--- src/rtl/srga_pkg.sv ---
// Package: shared defaults for the sorted request grant allocator.
// Assumes lane counts and speed-up values are powers of two.
package srga_pkg;
    localparam int unsigned SRGA_DEF_LANES   = 8;
    localparam int unsigned SRGA_DEF_SPEEDUP = 2;

    // Number of bits to encode v-1 for v >= 2 (grant index width).
    function automatic int unsigned srga_idx_w(input int unsigned v);
        return (v < 2) ? 1 : $clog2(v);
    endfunction
endpackage

--- src/rtl/srga_link.sv ---
// Module: srga_link
// Flags, per lane, whether the lane above is an active request for the same
// outlet. Assumes lanes are sorted by destination. Lane 0 never links.
module srga_link #(
    parameter int unsigned N  = 8,
    parameter int unsigned DW = 3
) (
    input  logic [N-1:0]    act,
    input  logic [N*DW-1:0] dst,
    output logic [N-1:0]    link
);
    assign link[0] = 1'b0;

    genvar i;
    generate
        for (i = 1; i < N; i++) begin : g_lane
            // Lane i continues the run of lane i-1 when that lane is live and shares the outlet.
            assign link[i] = act[i-1] &&
                             (dst[i*DW +: DW] == dst[(i-1)*DW +: DW]);
        end
    endgenerate
endmodule

--- src/rtl/srga_scan_stage.sv ---
// Module: srga_scan_stage
// One stage of a segmented running-sum adder. Element i absorbs element i-D
// unless a run boundary has already been seen inside element i's window.
// Assumes sums never exceed the width SW (guaranteed by the window size).
module srga_scan_stage #(
    parameter int unsigned N  = 8,
    parameter int unsigned SW = 2,
    parameter int unsigned D  = 1
) (
    input  logic [N*SW-1:0] sum_i,
    input  logic [N-1:0]    stop_i,
    output logic [N*SW-1:0] sum_o,
    output logic [N-1:0]    stop_o
);
    genvar i;
    generate
        for (i = 0; i < N; i++) begin : g_el
            if (i >= D) begin : g_add
                // Accumulate the left partner while still inside the run.
                assign sum_o[i*SW +: SW] = stop_i[i] ? sum_i[i*SW +: SW]
                                         : sum_i[i*SW +: SW] + sum_i[(i-D)*SW +: SW];
                assign stop_o[i] = stop_i[i] | stop_i[i-D];
            end else begin : g_pass
                // No partner this far up: carry the partial result unchanged.
                assign sum_o[i*SW +: SW] = sum_i[i*SW +: SW];
                assign stop_o[i] = 1'b1;
            end
        end
    endgenerate
endmodule

--- src/rtl/srga_top.sv ---
// Module: srga_top
// Sorted request grant allocator. For each active lane it counts, within the
// K lanes above it, the active lanes of the same outlet run, and grants it
// when that count is below K. Results are registered on in_valid.
// Assumes lanes are sorted by destination with idle lanes after active ones.
module srga_top #(
    parameter int unsigned N = srga_pkg::SRGA_DEF_LANES,
    parameter int unsigned K = srga_pkg::SRGA_DEF_SPEEDUP,
    localparam int unsigned DW = $clog2(N),
    localparam int unsigned KL = srga_pkg::srga_idx_w(K),
    localparam int unsigned SW = KL + 1
) (
    input  logic            clk,
    input  logic            rst_n,
    input  logic            in_valid,
    input  logic [N-1:0]    req_act,
    input  logic [N*DW-1:0] req_dst,
    output logic            out_valid,
    output logic [N-1:0]    gnt_ok,
    output logic [N*KL-1:0] gnt_idx
);
    logic [N-1:0]    link;
    logic [N*SW-1:0] s_sum  [0:KL];
    logic [N-1:0]    s_stop [0:KL];
    logic [N-1:0]    ok_c;
    logic [N*KL-1:0] idx_c;

    srga_link #(.N(N), .DW(DW)) u_link (
        .act  (req_act),
        .dst  (req_dst),
        .link (link)
    );

    genvar i, j;
    generate
        for (i = 0; i < N; i++) begin : g_seed
            // Element i starts with the contribution of lane i-1 to lane i's rank.
            assign s_sum[0][i*SW +: SW] = {{(SW-1){1'b0}}, link[i]};
            assign s_stop[0][i]         = ~link[i];
        end

        for (j = 0; j < KL; j++) begin : g_stage
            srga_scan_stage #(.N(N), .SW(SW), .D(1 << j)) u_stage (
                .sum_i  (s_sum[j]),
                .stop_i (s_stop[j]),
                .sum_o  (s_sum[j+1]),
                .stop_o (s_stop[j+1])
            );
        end

        for (i = 0; i < N; i++) begin : g_dec
            // Grant when the run boundary lies in the window or the count is short of K.
            assign ok_c[i] = req_act[i] &&
                             (s_stop[KL][i] || (s_sum[KL][i*SW +: SW] < SW'(K)));
            assign idx_c[i*KL +: KL] = ok_c[i] ? s_sum[KL][i*SW +: KL] : '0;
        end
    endgenerate

    // Capture the decision on a valid strobe; hold it otherwise.
    always_ff @(posedge clk) begin
        if (!rst_n) begin
            out_valid <= 1'b0;
            gnt_ok    <= '0;
            gnt_idx   <= '0;
        end else begin
            out_valid <= in_valid;
            if (in_valid) begin
                gnt_ok  <= ok_c;
                gnt_idx <= idx_c;
            end
        end
    end
endmodule

--- config.mk ---
export PLATFORM = sky130hd
export DESIGN_NAME = srga_top
export DESIGN_NICKNAME = d
export VERILOG_FILES = /design/src/rtl/srga_pkg.sv /design/src/rtl/srga_link.sv /design/src/rtl/srga_scan_stage.sv /design/src/rtl/srga_top.sv
export SDC_FILE = /design/constraint.sdc
export NUM_CORES = 1
export LEC_CHECK = 0
export BUFFER_PORTS_ARGS = -buffer_cell sky130_fd_sc_hd__buf_2
export CAP_MARGIN = 20
export CORE_MARGIN = 2
export CORE_UTILIZATION = 36
export DETAILED_ROUTE_END_ITERATION = 8
export GPL_TIMING_DRIVEN = 0
export PLACE_DENSITY = 0.74
export SYNTH_ARGS = -nofsm -noshare
export SYNTH_HDL_FRONTEND = slang
export SYNTH_SLANG_ARGS = --single-unit
--- constraint.sdc ---
create_clock -name clk -period 1.24 [get_ports clk]
set_input_delay 0.062 -clock clk [delete_from_list [all_inputs] [get_ports clk]]
set_output_delay 0.062 -clock clk [all_outputs]
set_load 0.02 [all_outputs]
==> results.txt, run 1 <==
Summing over every cut layer, the via total after detailed routing is 797. After layout, the design draws a total of 1.115 mW. The cell type with the highest aggregate area in the netlist is sky130_fd_sc_hd__dfxtp_1. The initial antenna violation count is 0. The buffer count from post-CTS setup fixing is 0. The analysis attributes to net switching a power of 0.2852 mW.

The storage element area is 320.3 µm². The worst hold path belongs to the class in2reg. Walking the worst path, the cells encountered are buf_2. In the post-synthesis netlist, the biggest area contributors are sky130_fd_sc_hd__dfxtp_1 40%, sky130_fd_sc_hd__xnor2_1 23%, sky130_fd_sc_hd__a22o_1 6.5%.

Clock tree synthesis selected as its root buffer the cell sky130_fd_sc_hd__clkbuf_4. Entering global routing, the biggest net connects 11 pins. The routed wire length came out at 1874 µm.

Yosys mapped the design onto 17 distinct sky130hd cell types. The clock network fraction of total power is 29.6%. The violation count after the first detailed-routing iteration is 15. The largest individual stage delay along the critical path comes from the cell sky130_fd_sc_hd__dfxtp_1.

The buffers plus inverters on the worst setup path came out at 1. For this run the aggregate overflow at the end of global routing stands at 0. The kind of end point of the critical path is an output pin. The highest cell delay on the worst timing path is 0.35 ns. The aggregate negative setup slack is 0 ns.

The initial utilization of the core area, before any placement, comes to 37.20%. The number of enable-type register cells in the synthesized netlist came out at 0. The filler cell count came out at 230.

The number of diodes added for antenna fixing came out at 0. In this run the power density over the cells is 988.1 nW/µm². The die is 51.35 µm wide. The post-synthesis register bit count is 16. The flow ran to the end, and the final reports show no timing, DRC or antenna violations. The routed length on met3 came out at 110 µm. In the final layout, the share of cells above drive strength 1 is 38.51%. The remaining number of nets flagged by the antenna check after routing is 0. The area occupied by multi-input gates came out at 462.9 µm².

The die is 51.35 µm tall. Summing all placed instances gives a cell area of 1092 µm². In the routed layout, each cell is associated on average with a via count of 4.528. CTS built an H-tree with a depth of 1. In this run the standard cell core region covers 2170 µm².

Input and output buffers added on the ports amount to 50. Routability-driven placement finished with a final weighted congestion of 0.7697. The number of gates resized after cts came out at 0.

In this design, the largest share of critical-path delay is due to flip-flops. The wire length of the first global-routing pass is 3022 µm. The highest layer touched by signal routing is met4. The share of total power consumed by net switching is 25.58%.

The total internal power came out at 0.8299 mW. The combinational cell fraction of total power came out at 21.8%. By startpoint and endpoint, the worst setup path is classified as reg2out. In the global route stage, overall resource usage came out at 14.81%. TritonCTS built the clock tree. The number of nets produced by synthesis came out at 129.

The part of the Yosys area used for sequential elements came out at 39.69%. The synthesis-to-finish area growth is 39.84%. The count of yosys warnings during synthesis is 0. The area share of the leading cell type in the synthesized netlist came out at 39.69%. After detailed routing, the wire length on met1 is 771 µm. For this design the top-level I/O count stands at 52. The top fanout value on the critical path came out at 2. Setup violations remaining at the end of the flow were counted as 0. The count of nets after finishing came out at 184. The post-synthesis instance area is 807.0 µm².

The hold buffer count at CTS came out at 0. After detailed routing, the number of remaining DRC violations is 0. After detailed routing, the average wire length per cell comes to 10.65 µm. The sort of element at the start of the critical path is a flop. The worst path arrival time is 0.79 ns. The clock latency at the later pin of the worst-skew pair is 0.27 ns. STA puts the critical path data required time at 1.18 ns.

The maximum clock skew at final layout came out at 0 ns. The achievable frequency is 1.172 GHz. The minimum clock period after layout came out at 0.8532 ns.

The number of buffers added by the clock tree synthesis step is 3. The total length of routed met2 wires is 969 µm. The cell count after synthesis is 94. The mean instance size in the synthesized netlist is 8.585 µm². The tightest hold path in the finished design has a slack of 0.02795 ns. The max-slew violation count came out at 0. The maximum clock path buffer count came out at 2.

Of all flip-flops after synthesis, the portion carrying an async set or reset was 0%. The max-cap violation count is 0. The floorplan has 17 rows.

The tree built by TritonCTS fans out to 16 sinks. The first-pass detailed-route iteration total came out at 4. The hold violation count in the final report is 0. The leakage dissipation is 0.5095 nW. The post-route standard cell area excluding fillers is 1129 µm².

The sequential power share came out at 48.6%. The leading register cell type out of synthesis is sky130_fd_sc_hd__dfxtp_1. The highest ir drop seen on vdd is 393.1 µV. Setup repair after global routing left no endpoint under its margin.

The period utilization is 68.80%. The area enclosed by the die boundary is 2636 µm². The via count of the first global-routing pass came out at 723.

After clock tree synthesis, the clock-pin slew on the worst setup and hold paths is 0.09 ns.
[logic make-up (layout without fill, tap and decap cells)]
group                     after synthesis  in the layout  share of synthesized area, %
AOI/OAI and AO/OA                      14             14                         11.94
other                                   1              1                        0.4647
and+or+nand+nor                        37             37                         20.93
xor gates and xnor gates               21             21                         22.79
muxes                                   1              1                         1.240
buffers and inverters                   4             58                         2.944
DFF                                    16             16                         39.69
[layout make-up]
class	instances	share of cell area (%)
inverter	1	0.3326
clock buffer	4	3.215
multi-input combinational	74	41.02
tap	28	3.104
buffer	3	1.774
timing repair buffer	50	22.17
sequential	16	28.38
[sequential cells by signal, summed over array words and instances, names as in the netlist]
name	flops
gnt_idx	7
gnt_ok	8
out_valid	1
[final timing paths]
check	startpoint	endpoint	slack (ns)	depth (start not counted)
worst min register to register	gnt_ok[3]	gnt_ok[3]	0.46	2
worst min-delay path	rst_n	gnt_idx[1]	0.03	2
worst max-delay path	gnt_ok[1]	gnt_ok[1]	0.39	1
worst max register to register	gnt_idx[1]	gnt_idx[1]	0.56	3
[routing by layer]
metal  vias to the layer above  global-route usage [%]
met2                        27                   26.62
met3                         2                  0.8772
li1                        422                       -
met4                         0                   7.895
met1                       346                   17.54
met5                         -                       0
[stage by stage]
stage          cells  worst slack, ns  utilization, %
2_1_floorplan     94           0.4661               -
3_3_place_gp     172           0.3329           50.35
3_5_place_dp     172           0.3239           50.35
4_1_cts          176           0.3749           52.02
5_1_grt          176           0.3374           52.02
6_report         176           0.3868           52.02
[cells in the mapped netlist, types with 2 or more instances]
library cell,number
sky130_fd_sc_hd__xnor2_1,21
sky130_fd_sc_hd__dfxtp_1,16
sky130_fd_sc_hd__nand2_1,13
sky130_fd_sc_hd__and2_1,2
sky130_fd_sc_hd__a22o_1,6
sky130_fd_sc_hd__nor2_1,12
sky130_fd_sc_hd__nor2b_1,2
sky130_fd_sc_hd__nand4_1,7
sky130_fd_sc_hd__o21ai_0,6
sky130_fd_sc_hd__buf_4,2
[power groups by stage]
stage / logic, mW / clock network, mW / registers, mW
2_1_floorplan: 0.107 / 0 / 0.578
3_3_place_gp: 0.238 / 0 / 0.553
3_5_place_dp: 0.245 / 0 / 0.554
4_1_cts: 0.245 / 0.344 / 0.542
5_1_grt: 0.269 / 0.358 / 0.545
6_report: 0.243 / 0.331 / 0.542
[placed cells by master, fill, tap and decap left out, types with 2 or more instances in the layout]
cell type and count:
sky130_fd_sc_hd__nand2_1 13, sky130_fd_sc_hd__nor2_1 12, sky130_fd_sc_hd__dfxtp_1 16, sky130_fd_sc_hd__buf_4 2
sky130_fd_sc_hd__o21ai_0 6, sky130_fd_sc_hd__xnor2_1 21, sky130_fd_sc_hd__buf_2 51, sky130_fd_sc_hd__clkbuf_4 3
sky130_fd_sc_hd__a22o_1 6, sky130_fd_sc_hd__and2_1 2, sky130_fd_sc_hd__nand4_1 7, sky130_fd_sc_hd__nor2b_1 2
(Power assumes the default switching activity.)
==> run 2, diff against run 1 <==
- ABC_AREA: default -> 1
- PLACE_DENSITY: 0.74 -> 0.67
- clock period: 1.24 -> 0.8 ns (I/O delays scaled with it)
==> results.txt, run 2 <==
The buffers plus inverters on the worst setup path came out at 1. The number of vias per cell after detailed routing came out at 4.312. The worst setup path is launched from a flop. The cell at the root of the clock tree is sky130_fd_sc_hd__clkbuf_4.

The effective utilization at floorplan came out at 37.38%. The number of primary I/O pins is 52. The net count of the finished layout is 334.

The net switching power of the design is 0.6097 mW. Detailed routing inserted a total of 1479 vias. The count of yosys warnings during synthesis is 0.

The dominant cell by count in the synthesized netlist is sky130_fd_sc_hd__nand2_1. The maximum clock skew at final layout is 0 ns. The detailed placer's ending HPWL is 2465 µm. The total internal power came out at 1.269 mW. The period utilization came out at 97.26%. The number of clock sinks is 16. The die covers 3952 µm². The wire length of the first global-routing pass is 4740 µm. The via count of the first global-routing pass came out at 1204.

The max-slew violation count came out at 0. The share of flip-flops with an asynchronous set or reset came out at 0%. The final routed DRC violation total is 0. The leakage dissipation is 1.046 nW. The total routing usage reported by global routing is 14.71%.

The placement row count came out at 21. The filler cell count is 378. The top fanout value on the critical path is 2. The combinational cell fraction of total power came out at 32.7%. Counting every net in the synthesized netlist gives 272. For this design, the slowest cell found on the critical path is sky130_fd_sc_hd__dfxtp_2. The run finished with clean final reports. The achievable frequency came out at 1.285 GHz. The post-synthesis register bit count is 16. The routability congestion estimate came out at 0.7871. The share of total power dissipated in sequential elements is 45.6%. The clock passes through at most 2 buffers. The synthesized design spends more area on one cell type than any other, namely sky130_fd_sc_hd__nand2_1. Yosys mapped the design onto 18 distinct sky130hd cell types.

The part of the Yosys area used for sequential elements came out at 25.68%. The number of buffers added by the clock tree synthesis step came out at 3. The remaining global-route overflow came out at 0. 0 antenna diodes ended up in the layout. Setup repair after global routing could not meet its margin everywhere. The clock network fraction of total power came out at 21.7%.

Setup slack closes at 0.02193 ns. The share of final-layout standard cells stronger than drive strength 1 came out at 33.00%. The pin count of the biggest net entering global routing is 11.

The worst path arrival time came out at 0.74 ns. The number of failing setup endpoints in the final timing report came out at 0. In the synthesized netlist the dominant register cell turns out to be sky130_fd_sc_hd__dfxtp_1. In this run switching power makes up 32.46% of total power. The die boundary width came out at 62.87 µm.

The H-tree depth came out at 1. The number of enable-type register cells in the synthesized netlist came out at 0. The most common cell after layout, fill and taps aside is sky130_fd_sc_hd__nand2_1. The power density over cell area came out at 1076 nW/µm². The highest ir drop seen on vdd came out at 1042 µV. After clock tree synthesis, the clock-pin slew on the worst setup and hold paths is 0.09 ns. The minimum clock period after layout is 0.7781 ns.

The min-delay analysis places its worst path in the category in2reg. For this block, the initial DRC count from the detailed router was 59. The number of placed cells counting well taps came out at 333. The most flop-heavy register is gnt_ok. Clock latency on the worst-skew pair, taken at its later pin, is 0.27 ns. The average wire per cell in the routed design came out at 8.717 µm.

By area the synthesized netlist is led by sky130_fd_sc_hd__nand2_1 35%, sky130_fd_sc_hd__dfxtp_1 26%, sky130_fd_sc_hd__inv_1 11%. The flip-flop count of the largest register after layout is 8. The final hold slack is 0.02507 ns. In the final layout, the registers with the most flip-flops are gnt_ok x8, gnt_idx x7, out_valid x1. The hold violation count in the final report is 0.

The highest cell delay on the worst timing path came out at 0.35 ns. By startpoint and endpoint, the worst setup path is classified as reg2out. In the layout the commonest cells are 116 x sky130_fd_sc_hd__nand2_1, 36 x sky130_fd_sc_hd__buf_2, 35 x sky130_fd_sc_hd__inv_1.

The cell area reported after detailed placement is 1555 µm². The max-cap violation count came out at 0. After synthesis the cells add up to 1247 µm². In the final layout, flip-flops and latches occupy 339.1 µm². Traced cell by cell, the critical path runs through buf_6. The remaining number of nets flagged by the antenna check after routing came out at 0. TritonCTS built the clock tree. The critical path data required time came out at 0.76 ns.

Port buffering added 50 buffers. The area occupied by multi-input gates came out at 733.2 µm². In the synthesized netlist, the cells that appear most often are 116 x sky130_fd_sc_hd__nand2_1, 35 x sky130_fd_sc_hd__inv_1, 16 x sky130_fd_sc_hd__dfxtp_1.

The minimum setup slack after placement is -0.05987 ns. After routing the design area is 1745 µm². The routed wire length is 2990 µm.

The first detailed-routing pass took 4 iterations. After synthesis, the mean cell area works out to 5.263 µm². The synthesis-to-finish area growth is 39.92%. The initial antenna violation count was 0. The area share of the leading cell type in the synthesized netlist is 34.90%.

The aggregate negative setup slack is 0 ns. The non-filler instance count after layout came out at 343. Broken down by cell family, the worst path's largest delay share belongs to flip-flops.

The worst setup path is captured at an output pin. The placeable core region is 3337 µm². The cell count after synthesis is 237. The die is 62.87 µm tall.
## run 2: cell count changes after synthesis, sizes merged, moves of 2 or more
cell,previous run,this run
nor2,12,15
nand3,0,16
nand4,7,0
xnor2,21,0
a21boi,1,3
inv,1,45
and2,2,0
a21oi,0,15
a22o,6,0
nand2,13,116
nor2b,2,0
## run 2: power by group through the flow
stage | clock network, mW | registers (mW) | logic [mW]
floorplan | 0 | 0.905 | 0.311
global placement | 0 | 0.863 | 0.567
detailed placement | 0 | 0.863 | 0.574
CTS | 0.415 | 0.853 | 0.600
global route | 0.467 | 0.862 | 0.694
finish | 0.407 | 0.857 | 0.614
## run 2: per-layer routing
layer	up-vias	GRT usage (%)	routed length [µm]
li1	821	-	-
met1	615	17.65	1422
met2	43	26.60	1379
met3	0	4.144	189
met4	0	1.667	0
met5	-	0	0
## run 2: cells by family after synthesis
family	share of synthesized area [%]
and+or+nand+nor	48.04
buffers and inverters	15.55
AOI/OAI and AO/OA	10.43
DFF	25.68
other	0.3006
## run 2: layout make-up
type | count | share of cell area, %
Buffer | 4 | 1.219
Tap cell | 46 | 3.297
Timing Repair Buffer | 57 | 22.87
Sequential cell | 16 | 19.43
Inverter | 46 | 9.893
Multi-Input combinational cell | 171 | 42.01
Clock buffer | 3 | 1.290
## run 2: worst paths after layout
kind | cells after the start | from | slack, ns | end
worst max-delay path | 1 | gnt_ok[5] | 0.02 | gnt_ok[5]
worst min-delay path | 3 | rst_n | 0.03 | gnt_ok[5]
worst max register to register | 3 | gnt_idx[7] | 0.10 | gnt_idx[7]
worst min register to register | 2 | gnt_ok[4] | 0.47 | gnt_ok[4]
## run 2: metrics by stage
stage	util (%)	power, mW
after floorplan	-	1.216
after global placement	46.61	1.430
after detailed placement	46.61	1.437
after CTS	49.38	1.868
after global routing	52.31	2.023
final	52.31	1.878
## run 2: timing repair
| action | CTS | global route |
|---|---|---|
| hold buffers | 0 | 0 |
| gates resized for setup | 33 | 13 |
| setup buffers | 0 | 7 |
| endpoints found under the setup margin | 15 | 16 |
==> run 3, diff against run 2 <==
- ABC_AREA: 1 -> default
- PLACE_DENSITY: 0.67 -> 0.74
==> results.txt, run 3 (same netlist as run 1, synthesis figures left out) <==
The family of cells with the greatest summed delay on the critical path is flip-flops. The area enclosed by the die boundary is 2636 µm². The hold violation count in the final report is 0. The launching point of the worst reg2reg path is gnt_idx[3]. The sort of element at the start of the critical path is a flop. STA classifies the critical path endpoint as an output pin. After filler insertion, the fill cell instance count of the layout stands at 224. The H-tree depth is 1.

The total power of the final layout came out at 1.792 mW. During placement, the flow inserted port buffers numbering 50. The number of buffers added by the clock tree synthesis step came out at 3. The placeable core region came out at 2170 µm².

The number of primary I/O pins is 52. The hold buffer count at CTS came out at 0. The root buffer cell chosen for the clock tree is sky130_fd_sc_hd__clkbuf_4. The violation count after the first detailed-routing iteration came out at 15.

The remaining number of nets flagged by the antenna check after routing is 0. The final hold slack is 0.004048 ns. The core utilization of the finished layout came out at 59.05%. The non-filler instance count after layout came out at 181. The critical setup path kind is reg2out. The storage element area came out at 339.1 µm².

The number of vias after detailed routing came out at 817. The worst hold path startpoint is rst_n. In this run the worst hold path is classified as in2reg.

Leaving out fill and tap cells, the most frequent cells in the layout are 35 x sky130_fd_sc_hd__buf_2, 21 x sky130_fd_sc_hd__xnor2_1, 15 x sky130_fd_sc_hd__dfxtp_2, 15 x sky130_fd_sc_hd__buf_6, 13 x sky130_fd_sc_hd__nand2_1. Together, buffers and inverters on the worst path number 1. The post-route netlist has 50.33% of its cells at a drive strength greater than 1.

The clock input transition at the sequential cells of the worst setup and hold paths came out at 0.09 ns. The TritonCTS clock tree is built. At the later pin of the worst-skew pair, clock insertion delay measures 0.28 ns. The critical path goes through buf_6. The worst-case IR drop observed on VDD is 625.7 µV. The number of placed cells counting well taps is 172. The remaining global-route overflow is 0. The achievable frequency is 1.275 GHz. After the last flow step, the layout net total stands at 189. More flip-flops sit in one register than any other, and that register is gnt_ok. The total routing usage reported by global routing came out at 15.19%.

The via count of the first global-routing pass is 739. In this run the critical register-to-register path is captured at gnt_idx[3]. The number of diodes added for antenna fixing is 0. The worst-case reg-to-reg path depth is 2. In this run the register-to-register setup slack is 0.05 ns. The number of clock sinks came out at 16. The highest cell delay on the worst timing path came out at 0.35 ns. The maximum clock path buffer count is 2. The largest registers in the layout are gnt_ok x8, gnt_idx x7, out_valid x1. The worst hold path was traced through 2 stages. The placement row count came out at 17.

The area occupied by multi-input gates came out at 462.9 µm². After detailed routing, the total wire length is 1954 µm. The max-slew violation count came out at 0. Setup repair after global routing could not meet its margin everywhere. The flip-flop count of the largest register after layout is 8. The first-pass detailed-route iteration total came out at 4. The wire length of the first global-routing pass came out at 3091 µm. After detailed routing, the number of vias per cell comes to 4.514.

The die boundary height came out at 51.35 µm. The worst min-delay path endpoint is gnt_idx[1]. The synthesis-to-finish area growth came out at 58.76%.

The critical path data required time came out at 0.76 ns. Entering global routing, the biggest net connects 11 pins. Routability-driven placement finished with a final weighted congestion of 0.7697. The critical path's slowest cell is sky130_fd_sc_hd__dfxtp_2.

Leaving out fill and tap cells, the most frequent cell in the layout is sky130_fd_sc_hd__buf_2. The power density over cell area came out at 1399 nW/µm². From left edge to right edge, the die measures 51.35 µm. Setup violations remaining at the end of the flow were counted as 0.

The average wire per cell in the routed design came out at 10.80 µm. The top fanout value on the critical path came out at 2. Data arrives at the worst endpoint at 0.74 ns. The final routed DRC violation total is 0. The initial antenna violation count came out at 0.

The minimum clock period after layout is 0.7845 ns. The leakage dissipation came out at 0.5556 nW. The maximum clock skew at final layout is 0 ns.

The run finished with clean final reports. Once the floorplan was initialized, standard cells occupied 37.20% of the core. The period utilization came out at 98.06%.

The max-cap violation count came out at 0.
## run 3: through the flow
stage	area (µm²)	TNS, ns	setup slack (ns)
6_report	1281	0	0.01553
5_1_grt	1281	-0.04256	-0.01247
4_1_cts	1252	0	0.0004013
3_5_place_dp	1092	-0.8505	-0.09407
3_3_place_gp	1092	-0.6239	-0.08509
2_1_floorplan	807.0	0	0.02610
## run 3: report_power, final
part | internal, mW | switching [mW]
Sequential | 0.832 | 0.0193
Clock | 0.277 | 0.243
Combinational | 0.225 | 0.196
## run 3: worst max-delay path by stage
stage	start	endpoint	slack, ns	cells past startpoint
floorplan	gnt_idx[1]	gnt_idx[1]	0.03	3
CTS	gnt_ok[3]	gnt_ok[3]	0.0004	1
finish	gnt_ok[1]	gnt_ok[1]	0.02	1
global route	gnt_ok[3]	gnt_ok[3]	-0.01	1
detailed placement	rst_n	gnt_idx[3]	-0.09	6
global placement	in_valid	gnt_idx[7]	-0.09	6
## run 3: layer usage
layer / wire [µm] / GRT usage [%] / vias up / share of wire (%)
met5: 0 / 0 / - / 0
met4: 23 / 7.895 / 0 / 1.2
met3: 98 / 0.8772 / 2 / 5.0
met2: 1007 / 27.49 / 27 / 52
met1: 825 / 17.93 / 357 / 42
li1: - / - / 431 / -
## run 3: cell type report
cell class | instances | area share, %
plain buffers | 3 | 1.562
clock buffers | 4 | 2.832
inverters | 1 | 0.2930
multi-input cells | 74 | 36.13
flip-flops and latches | 16 | 26.46
well taps | 28 | 2.734
repair buffers | 55 | 29.98
## run 3: what timing repair did
item                       in CTS  in global routing
resized for setup              40                  6
gates cloned                    0                  0
buffers inserted                4                  1
setup endpoints to repair      15                 11
